`config.mk`:
```
export PLATFORM = sky130hd
export DESIGN_NAME = extint_ctrl
export DESIGN_NICKNAME = d
export VERILOG_FILES = /design/src/rtl/extint_pkg.sv /design/src/rtl/extint_sync.sv /design/src/rtl/extint_chan.sv /design/src/rtl/extint_prio.sv /design/src/rtl/extint_ctrl.sv
export SDC_FILE = /design/constraint.sdc
export NUM_CORES = 1
export LEC_CHECK = 0
export BUFFER_PORTS_ARGS = -buffer_cell sky130_fd_sc_hd__buf_2
export CAP_MARGIN = 20
export CORE_MARGIN = 2
export CORE_UTILIZATION = 40
export CTS_CLUSTER_DIAMETER = 40
export DETAILED_ROUTE_END_ITERATION = 16
export GPL_TIMING_DRIVEN = 1
export PLACE_DENSITY_LB_ADDON = 0.15
export SLEW_MARGIN = 20
export SYNTH_ARGS = -nofsm -noshare
export SYNTH_HDL_FRONTEND = slang
export SYNTH_SLANG_ARGS = --single-unit
```
`constraint.sdc`:
```
create_clock -name clk -period 3.3 [get_ports clk]
set_clock_uncertainty 0.05 [all_clocks]
set_input_delay 0.66 -clock clk [delete_from_list [all_inputs] [get_ports clk]]
set_output_delay 0.66 -clock clk [all_outputs]
set_load 0.05 [all_outputs]
```
`src/rtl/extint_pkg.sv`:
```
package extint_pkg;
  typedef enum logic [1:0] {
    SNS_LOW  = 2'b00,
    SNS_ANY  = 2'b01,
    SNS_FALL = 2'b10,
    SNS_RISE = 2'b11
  } sense_e;
endpackage

```
`src/rtl/extint_sync.sv`:
```
module extint_sync #(
  parameter int STAGES = 2
) (
  input  logic clk,
  input  logic rst_n,
  input  logic d_i,
  output logic q_o
);
  logic [STAGES-1:0] chain;

  genvar g;
  generate
    for (g = 0; g < STAGES; g++) begin : g_stage
      always_ff @(posedge clk or negedge rst_n) begin
        if (!rst_n) chain[g] <= 1'b0;
        else        chain[g] <= (g == 0) ? d_i : chain[(g == 0) ? 0 : g-1];
      end
    end
  endgenerate

  assign q_o = chain[STAGES-1];
endmodule

```
`src/rtl/extint_chan.sv`:
```
module extint_chan
  import extint_pkg::*;
(
  input  logic       clk,
  input  logic       rst_n,
  input  logic       pin_s,
  input  logic [1:0] sense,
  input  logic       en_bit,
  input  logic       gie,
  input  logic       wclr,
  input  logic       ack,
  output logic       pend_q,
  output logic       pend_rd,
  output logic       hit,
  output logic       lvl,
  output logic       req
);
  sense_e mode;
  logic   prev_q;

  assign mode = sense_e'(sense);
  assign lvl  = (mode == SNS_LOW);

  always_comb begin
    unique case (mode)
      SNS_ANY:  hit = pin_s ^ prev_q;
      SNS_FALL: hit = prev_q & ~pin_s;
      SNS_RISE: hit = pin_s & ~prev_q;
      default:  hit = 1'b0;
    endcase
  end

  always_ff @(posedge clk or negedge rst_n) begin
    if (!rst_n) begin
      prev_q <= 1'b0;
      pend_q <= 1'b0;
    end else begin
      prev_q <= pin_s;
      if (lvl)              pend_q <= 1'b0;
      else if (hit)         pend_q <= 1'b1;
      else if (wclr || ack) pend_q <= 1'b0;
    end
  end

  assign pend_rd = pend_q & ~lvl;
  assign req     = gie & en_bit & (lvl ? ~pin_s : pend_q);
endmodule

```
`src/rtl/extint_prio.sv`:
```
module extint_prio #(
  parameter int NCH = 2,
  localparam int VW = (NCH > 1) ? $clog2(NCH) : 1
) (
  input  logic [NCH-1:0] req_i,
  output logic           any_o,
  output logic [VW-1:0]  idx_o
);
  always_comb begin
    idx_o = '0;
    for (int k = NCH - 1; k >= 0; k--) begin
      if (req_i[k]) idx_o = VW'(k);
    end
  end
  assign any_o = |req_i;
endmodule

```
`src/rtl/extint_ctrl.sv`:
```
module extint_ctrl #(
  parameter int NCH         = 2,
  parameter int DW          = 8,
  parameter int SYNC_STAGES = 2,
  localparam int VW = (NCH > 1) ? $clog2(NCH) : 1
) (
  input  logic             clk,
  input  logic             rst_n,
  input  logic [NCH-1:0]   pin_i,
  input  logic [2*NCH-1:0] sense_cfg,
  input  logic             irq_gie,
  input  logic             bus_wr,
  input  logic             bus_addr,
  input  logic [DW-1:0]    bus_wdata,
  output logic [DW-1:0]    bus_rdata,
  input  logic [NCH-1:0]   vec_ack,
  output logic [NCH-1:0]   irq_req,
  output logic             irq_any,
  output logic [VW-1:0]    irq_vec
);
  logic [NCH-1:0] en_q;
  logic [NCH-1:0] pin_s;
  logic [NCH-1:0] pend_q;
  logic [NCH-1:0] pend_rd;
  logic [NCH-1:0] hit_v;
  logic [NCH-1:0] lvl_v;
  logic           wr_en, wr_pend;
  logic           unused_wdata;

  assign wr_en        = bus_wr & ~bus_addr;
  assign wr_pend      = bus_wr &  bus_addr;
  assign unused_wdata = ^bus_wdata[DW-1:NCH];

  always_ff @(posedge clk or negedge rst_n) begin
    if (!rst_n)     en_q <= '0;
    else if (wr_en) en_q <= bus_wdata[NCH-1:0];
  end

  genvar c;
  generate
    for (c = 0; c < NCH; c++) begin : g_ch
      extint_sync #(.STAGES(SYNC_STAGES)) u_sync (
        .clk(clk), .rst_n(rst_n), .d_i(pin_i[c]), .q_o(pin_s[c])
      );
      extint_chan u_chan (
        .clk    (clk),
        .rst_n  (rst_n),
        .pin_s  (pin_s[c]),
        .sense  (sense_cfg[2*c +: 2]),
        .en_bit (en_q[c]),
        .gie    (irq_gie),
        .wclr   (wr_pend & bus_wdata[c]),
        .ack    (vec_ack[c]),
        .pend_q (pend_q[c]),
        .pend_rd(pend_rd[c]),
        .hit    (hit_v[c]),
        .lvl    (lvl_v[c]),
        .req    (irq_req[c])
      );
    end
  endgenerate

  always_comb begin
    bus_rdata = '0;
    bus_rdata[NCH-1:0] = bus_addr ? pend_rd : en_q;
  end

  extint_prio #(.NCH(NCH)) u_prio (
    .req_i(irq_req), .any_o(irq_any), .idx_o(irq_vec)
  );
endmodule

```
==> results.txt, run 1 <==
CP Launch Type = input pin
peak per-stage delay on the critical path = 0.26 ns
Post-Syn Area = 582 um^2
DRT iter0 DRCs = 6
CTS tree = yes
First-pass DRT Iterations = 3
status = complete, no violations
slowest CP cell = buf_2
maximum vdd drop = 246 uV
drt drc = 0
leakage power = 0.377 nW
Syn. warnings = 0
row cnt = 13
Min Clock Period, post-route = 2.29 ns
Initial Util = 43.6%
Pins Over Slew Limit = 0
CTS clk-pin slew, worst paths = 0.06 ns
Crit path required time = 2.59 ns
commonest non-fill, non-tap cell in the layout = buf_2
Peak Freq = 0.436 GHz
io pins = 33
Post-Synthesis Cells = 57
initial antenna violation count = 0
post-CTS setup buffers = 0
CP Cell Sequence = buf_2, o21a_1, o211a_1, nor2_1, buf_2
Vias/cell = 4.57
number of synthesized register bits = 10
hold_buf cts = 0
post_cts resized = 0
gr ovfl total = 0
die width = 42.1 um
global-route wire length before repair = 1390 um
Global Route Usage Sum = 10.4%
worst hold path class = in -> async
RSZ-0062 raised after global routing = no
ANT nets after route = 0
# clock sinks = 10
Psw = 0.103 mW
CTS Buffer Depth = 2
register area = 250 um^2
Final Wtd Congestion = 0.675
CTS buffer count = 3
DP HPWL = 728 um
switch share = 33.5%
register area share after synthesis = 43.0%
P&R area growth vs syn = 17.2%
CP Class = in -> out
critical-path maximum fanout = 5
drt wl/cell = 9.24 um
Fin. Hold Viols = 0
Clk Tree Root Cell = clkbuf_4
Total Wirelength = 850 um
routed via count = 420
vias in the first global route = 346
P per Cell Area = 450 nW/um^2
multi-input logic area = 272 um^2
layout cell share with drive strength beyond 1 = 36.4%
internal power = 0.204 mW
die area = 1780 um^2
Die Ht = 42.1 um
Crit path top cell by count = buf_2
Final nets = 104
Clk pwr share = 24.1%
sequential power share = 45.4%
CP arrival = 1.58 ns
CP Capture Type = output pin
largest net degree at the start of global routing = 11
commonest non-fill, non-tap cells in the layout = buf_2, dfrtp_1, conb_1
CTS HTree Levels = 1
total of max-cap violations = 0
aggregate negative setup slack = 0 ns
Final Util = 51.1%
Final setup viols = 0
clk_lat worst skew = 0.25 ns
Synth cell types = 18
Comb pwr share = 30.5%
fill count = 124
CORE AREA = 1330 um^2
IO buf count = 20
# diodes = 0
average size of a mapped cell = 10.2 um^2
Tcrit/Tclk final = 69.5%
[power by group through the flow]
stage               Sequential (mW)  Combinational [mW]  Clock (mW)
CTS                           0.139              0.0944      0.0783
detailed placement            0.142              0.0939           0
floorplan                     0.140              0.0779           0
global route                  0.141               0.101      0.0828
finish                        0.139              0.0936      0.0739
global placement              0.141              0.0934           0
[flip-flops by register name, indices dropped and copies added (netlist names)]
name,flops
g_ch.u_chan.prev_q,2
g_ch.u_chan.pend_q,2
en_q,2
g_ch.u_sync.chain,2
g_ch.u_sync.q_o,2
[cells by family after synthesis]
logic type	after synthesis	share of synthesized area [%]
simple gates	19	17.9
compound gates	6	8.60
fa+ha+maj	4	8.60
buf+inv	13	13.5
flops	10	43.0
other cells	1	0.645
mux	4	7.74
[cell usage after synthesis]
library cell / instances / area [um^2]
buf_4: 8 / 60.1
nand3b_1: 2 / 15.0
inv_1: 5 / 18.8
nand3_1: 2 / 10.0
nand2b_1: 3 / 18.8
a32oi_1: 2 / 17.5
conb_1: 1 / 3.75
nor3_1: 2 / 10.0
nor2_1: 5 / 18.8
or2_2: 1 / 6.26
o21a_1: 2 / 15.0
dfrtp_1: 10 / 250
mux2_2: 4 / 45.0
ha_1: 4 / 50.1
or2_1: 1 / 6.26
o211ai_1: 1 / 7.51
nor2b_1: 3 / 18.8
o211a_1: 1 / 10.0
[layer usage]
layer	vias up	share of wire [%]	global-route usage (%)	routed length, um
li1	218	-	-	-
met1	181	49	14.0	416
met2	19	40	14.1	344
met3	2	9.4	1.72	80
met4	0	0.94	9.38	8
met5	-	0	0	0
[cell type report]
| class | instances | share of cell area [%] |
|---|---|---|
| Clock buffer | 3 | 3.30 |
| Inverter | 5 | 2.75 |
| Multi-Input combinational cell | 39 | 39.8 |
| Sequential cell | 10 | 36.7 |
| Tap cell | 15 | 2.75 |
| Timing Repair Buffer | 20 | 14.7 |
[worst max-delay path, delay by kind of cell]
kind,cells,cell delay [ns]
AOI/OAI and AO/OA,2,0.44
and+or+nand+nor,1,0.09
buffers and inverters,2,0.38
[through the flow]
step,worst slack (ns),power [mW],area [um^2],hold slack (ns),std cells
2_1_floorplan,0.857,0.218,601,0.281,62
3_3_place_gp,1.01,0.235,659,0.285,89
3_5_place_dp,1.02,0.236,659,0.290,89
4_1_cts,1.01,0.312,682,0.202,92
5_1_grt,0.952,0.325,682,0.214,92
6_report,1.01,0.307,682,0.204,92
[worst paths after layout]
kind / slack (ns) / cells after the start / from / endpoint
setup / recovery: 1.01 / 5 / sense_cfg[1] / irq_vec
setup reg to reg: 2.03 / 5 / g_ch[0].u_sync.q_o$_DFF_PN0_ / g_ch[0].u_chan.pend_q$_DFFE_PN0P_
hold reg to reg: 0.30 / 0 / g_ch[0].u_sync.chain[0]$_DFF_PN0_ / g_ch[0].u_sync.q_o$_DFF_PN0_
hold / removal: 0.20 / 1 / rst_n / en_q[1]$_DFFE_PN0P_
min in group clk: 0.30 / 0 / g_ch[0].u_sync.chain[0]$_DFF_PN0_ / g_ch[0].u_sync.q_o$_DFF_PN0_
max in group asynchronous: 2.82 / 1 / rst_n / g_ch[0].u_sync.chain[0]$_DFF_PN0_
No activity file was read; power rests on OpenSTA's default activity.
==> run 2, diff against run 1 <==
- CORE_UTILIZATION: 40 -> 37
- clock period: 3.3 -> 1.95 ns (I/O delays scaled with it)
==> run 2 against run 1 <==
Wire length up 4.7%. Register-to-register slack worse by 1.3 ns. Core utilization down 4.6 points. Die area up 7.3%. Worst setup slack worse by 0.85 ns. First-iteration DRC count unchanged. Sequential share of layout area down 0.60 points. Critical path depth down 1.
==> results.txt, run 2 (synthesis results as in run 1) <==
CP Cell Sequence = nor3_1, o211a_1, nand2b_1, buf_2
drt drc = 0
clk_lat worst skew = 0.25 ns
Placed Area = 661 um^2
RSZ-0062 raised after global routing = no
reg-to-reg startpoint = g_ch[0].u_sync.q_o$_DFF_PN0_
Pins Over Slew Limit = 0
hold path endpoint = g_ch[1].u_sync.chain[0]$_DFF_PN0_
die area = 1910 um^2
Vias/cell = 4.49
post-CTS setup buffers = 0
drt wl/cell = 9.47 um
IO buf count = 20
CTS HTree Levels = 1
# diodes = 0
worst hold path cell count = 1
DRT iter0 DRCs = 6
largest net degree at the start of global routing = 11
maximum vdd drop = 424 uV
layout cell share with drive strength beyond 1 = 35.9%
CP Capture Type = output pin
P&R area growth vs syn = 19.1%
Initial Util = 39.1%
fill count = 158
Peak Freq = 0.558 GHz
initial antenna violation count = 0
post_cts resized = 0
global-route wire length before repair = 1450 um
aggregate negative setup slack = 0 ns
Worst R2R Path Depth = 5
Tcrit/Tclk final = 91.8%
vias in the first global route = 368
CORE AREA = 1490 um^2
P per Cell Area = 752 nW/um^2
CTS tree = yes
r2r endpoint = g_ch[0].u_chan.pend_q$_DFFE_PN0P_
Final Wtd Congestion = 0.703
Fin. Hold Viols = 0
routed via count = 422
worst hold path startpoint = pin_i[1]
# clock sinks = 10
hold_buf cts = 1
slowest CP cell = dfrtp_1
CTS buffer count = 3
Global Route Usage Sum = 10.7%
critical-path maximum fanout = 4
Clk Tree Root Cell = clkbuf_4
row cnt = 14
Min Clock Period, post-route = 1.79 ns
commonest non-fill, non-tap cell in the layout = buf_2
R2R setup slack = 0.68 ns
ANT nets after route = 0
First-pass DRT Iterations = 3
die width = 43.7 um
Die Ht = 43.7 um
Final setup viols = 0
io pins = 33
peak per-stage delay on the critical path = 0.41 ns
CTS clk-pin slew, worst paths = 0.06 ns
total of max-cap violations = 0
Crit path required time = 1.51 ns
CP Class = reg -> out
CP startpoint = g_ch[0].u_sync.q_o$_DFF_PN0_
Design Area, Final = 693 um^2
leakage power = 0.381 nW
commonest non-fill, non-tap cells in the layout = buf_2, dfrtp_1, conb_1
CP arrival = 1.35 ns
gr ovfl total = 0
Total Wirelength = 890 um
Final nets = 105
worst hold path class = in -> reg
CP Launch Type = flop
DP HPWL = 754 um
status = complete, no violations
CTS Buffer Depth = 2
==> run 2: cell count changes in the layout (fill, tap and decap cells not counted) <==
| cell | previous run | this run |
|---|---|---|
| dlygate4sd3_1 | 0 | 1 |
==> run 2: critical path: cells and delay by family, from the launching register on <==
family,cells,cell delay (ns)
AO/OA/AOI/OAI,1,0.19
buffers and inverters,1,0.25
flip-flops,1,0.41
AND/OR/NAND/NOR,2,0.25
==> run 2: final cells by class <==
cell class	instances	area (um^2)	area share, %
sequential	10	250	36.1
inverter	5	18.8	2.71
multi-input combinational	39	272	39.2
clock buffer	3	22.5	3.25
timing repair buffer	21	110	15.9
tap	16	20.0	2.89
==> run 2: worst max path at each step <==
| stage | to | slack, ns | depth (start not counted) |
|---|---|---|---|
| 4_1_cts | irq_any | 0.13 | 4 |
| 3_3_place_gp | irq_vec | 0.21 | 5 |
| 3_5_place_dp | irq_vec | 0.21 | 5 |
| 2_1_floorplan | irq_vec | 0.05 | 3 |
| 6_report | irq_any | 0.16 | 4 |
| 5_1_grt | irq_any | 0.07 | 4 |
==> run 2: per-layer routing <==
metal	vias to the layer above	global-route usage, %	share of wire, %
met5	-	0	0
met4	0	10.9	1.6
met3	2	1.25	7.0
met2	16	15.0	42
met1	183	13.8	49
li1	221	-	-
==> run 2: per-stage QoR <==
| step | hold WS, ns | util, % | power, mW | setup slack [ns] | instances |
|---|---|---|---|---|---|
| 6_report | 0.191 | 46.6 | 0.521 | 0.159 | 94 |
| 5_1_grt | 0.177 | 46.6 | 0.550 | 0.0651 | 94 |
| 4_1_cts | 0.183 | 46.6 | 0.531 | 0.130 | 94 |
| 3_5_place_dp | 0.206 | 44.4 | 0.399 | 0.207 | 90 |
| 3_3_place_gp | 0.206 | 44.4 | 0.398 | 0.210 | 90 |
| 2_1_floorplan | 0.0444 | - | 0.368 | 0.0470 | 62 |
==> run 2: report_power, final <==
group / total [mW] / internal [mW] / switching (mW)
Combinational: 0.159 / 0.0501 / 0.109
Sequential: 0.236 / 0.225 / 0.0106
Clock: 0.127 / 0.0704 / 0.0561
==> run 3, diff against run 2 <==
- ABC_AREA: not set -> 1
- CORE_UTILIZATION: 37 -> 38
==> run 3 against run 2 <==
Hold slack got worse by 0.015 ns. Combinational power rose by 5%. Sequential share of layout area is 2.1 points lower. Clock power increased by 46%. Via count increased by 19%. Sequential cell count did not move. Power rose by 12%. Final area rose by 6.1%. Largest cell class unchanged.
==> results.txt, run 3 <==
status = complete, no violations
initial antenna violation count = 0
Final nets = 124
worst hold path class = in -> reg
switch share = 34.7%
Global Route Usage Sum = 13.6%
met3 usage = 2.45%
commonest cells in the netlist = nand2_1, dfrtp_1, buf_4, inv_1, nor2_1
CP Class = reg -> out
setup slack after layout = 0.225 ns
critical path endpoint = irq_vec
First-pass DRT Iterations = 2
R2R setup slack = 0.82 ns
CP Launch Type = flop
Clk pwr share = 31.6%
leakage power = 0.421 nW
Synth cell types = 18
die width = 44.1 um
peak per-stage delay on the critical path = 0.38 ns
internal power = 0.382 mW
average size of a mapped cell = 8.03 um^2
leading area contributor after synthesis = dfrtp_1
Crit path required time = 1.51 ns
Most Crowded Layer GR = met2
CP arrival = 1.29 ns
ANT nets after route = 0
Final Wtd Congestion = 0.652
Comb pwr share = 28.6%
synth top area cells = dfrtp_1, buf_4, nand2_1, ha_1, inv_1
CORE AREA = 1510 um^2
commonest non-fill, non-tap cells in the layout = buf_2, nand2_1, dfrtp_1
Post-synth EDFFs = 0
largest net degree at the start of global routing = 11
slowest CP cell = dfrtp_1
critical-path maximum fanout = 3
post_cts resized = 0
DRT iter0 DRCs = 7
Die Ht = 44.1 um
Placement Setup Slack = 0.336 ns
layout cell share with drive strength beyond 1 = 31.6%
Clk Tree Root Cell = clkbuf_4
count leader, synth = nand2_1
RSZ-0062 raised after global routing = no
CTS tree = yes
reg-to-reg startpoint = g_ch[0].u_sync.q_o$_DFF_PN0_
clk_lat worst skew = 0.26 ns
Initial Util = 40.5%
Worst R2R Path Depth = 4
# clock sinks = 10
CTS HTree Levels = 1
Vias/cell = 4.42
io pins = 33
drt wl/cell = 8.85 um
Final setup viols = 0
IO buf count = 20
CP Capture Type = output pin
Syn. warnings = 0
number of synthesized register bits = 10
register area share after synthesis = 41.0%
Fin. Hold Viols = 0
Total Wirelength = 1010 um
total of max-cap violations = 0
CTS Buffer Depth = 2
drt drc = 0
CP startpoint = en_q[1]$_DFFE_PN0P_
Synth async-reset ratio = 100%
Peak Freq = 0.580 GHz
P per Cell Area = 795 nW/um^2
sequential power share = 39.8%
Min Clock Period, post-route = 1.73 ns
row cnt = 14
DP HPWL = 860 um
GR met1 Demand/Resource = 16.2%
met2 usage = 21.5%
Psw = 0.203 mW
Post-Synthesis Cells = 76
Tcrit/Tclk final = 88.5%
Post-Syn Area = 611 um^2
Pins Over Slew Limit = 0
Top FF cell, synth = dfrtp_1
CTS clk-pin slew, worst paths = 0.06 ns
routed via count = 504
gr ovfl total = 0
Synth top area share = 41.0%
CP Cell Sequence = nand2_1, nand3b_2, nor2_2, buf_2
commonest non-fill, non-tap cell in the layout = buf_2
P&R area growth vs syn = 20.5%
global-route wire length before repair = 1890 um
maximum vdd drop = 328 uV
aggregate negative setup slack = 0 ns
die area = 1940 um^2
Final Util = 48.8%
r2r endpoint = g_ch[0].u_chan.pend_q$_DFFE_PN0P_
vias in the first global route = 492
# diodes = 0
CTS buffer count = 3
## run 3: changes by cell type after synthesis, moves of 2 or more
| cell | before | now |
|---|---|---|
| clkinv_1 | 0 | 2 |
| nor3_1 | 2 | 0 |
| mux2_2 | 4 | 0 |
| nor2_2 | 0 | 2 |
| nand2b_1 | 3 | 0 |
| a32oi_1 | 2 | 0 |
| nand2_1 | 0 | 16 |
| o21ai_1 | 0 | 3 |
| nand2_2 | 0 | 2 |
| inv_1 | 5 | 8 |
| nand3_1 | 2 | 5 |
| o21ai_0 | 0 | 3 |
| nor2b_1 | 3 | 0 |
| o21a_1 | 2 | 0 |
## run 3: layout make-up
cell class / count / area [um^2]
Timing Repair Buffer: 21 / 110
Tap cell: 16 / 20.0
Sequential cell: 10 / 250
Fill cell: 151 / 771
Clock buffer: 4 / 36.3
Inverter: 11 / 41.3
Multi-Input combinational cell: 52 / 278
## run 3: through the flow
stage	total power [mW]	cells	hold WS, ns	cell area [um^2]
global placement	0.401	109	0.204	689
finish	0.585	114	0.176	736
floorplan	0.374	81	0.0444	629
CTS	0.595	114	0.165	736
detailed placement	0.405	109	0.208	689
global route	0.621	114	0.172	736
## run 3: how the worst min path moves through the flow
stage,from,end,depth (start not counted)
3_5_place_dp,rst_n,g_ch[1].u_sync.chain[0]$_DFF_PN0_,1
2_1_floorplan,rst_n,en_q[0]$_DFFE_PN0P_,0
3_3_place_gp,rst_n,g_ch[1].u_sync.chain[0]$_DFF_PN0_,1
6_report,pin_i[1],g_ch[1].u_sync.chain[0]$_DFF_PN0_,1
4_1_cts,pin_i[0],g_ch[0].u_sync.chain[0]$_DFF_PN0_,1
5_1_grt,pin_i[0],g_ch[0].u_sync.chain[0]$_DFF_PN0_,1
## run 3: kinds of logic (layout without fill, tap and decap cells)
logic type                 count (synthesis)  after routing  synth area share (%)
adders and majority gates                  4              4                  8.20
other                                      1              6                 0.614
and+or+nand+nor                           35             35                  27.9
buffers and inverters                     19             36                  16.6
DFF                                       10             10                  41.0
AOI/OAI and AO/OA                          7              7                  5.74
## run 3: timing repair
| action | 4_1_cts | 5_1_grt |
|---|---|---|
| endpoints found under the hold margin | 10 | 0 |
| hold buffers | 1 | 0 |
| buffers inserted | 0 | 0 |
## run 3: power by group through the flow
| stage | clock [mW] | sequential, mW | combinational, mW |
|---|---|---|---|
| 2_1_floorplan | 0 | 0.235 | 0.139 |
| 3_3_place_gp | 0 | 0.237 | 0.165 |
| 3_5_place_dp | 0 | 0.238 | 0.168 |
| 4_1_cts | 0.191 | 0.234 | 0.170 |
| 5_1_grt | 0.199 | 0.236 | 0.186 |
| 6_report | 0.185 | 0.233 | 0.167 |
## run 3: worst max-delay path, delay by kind of cell, from the launching register on
family                 cells  cell delay, ns
AND/OR/NAND/NOR            3            0.39
flip-flops                 1            0.38
buffers and inverters      1            0.26
## run 3: routing by layer
layer | vias to the layer above | part of all wire [%] | wire length (um)
met1 | 212 | 45 | 454
met4 | 0 | 3.0 | 30
met2 | 23 | 43 | 435
met5 | - | 0 | 0
li1 | 265 | - | -
met3 | 4 | 8.7 | 88
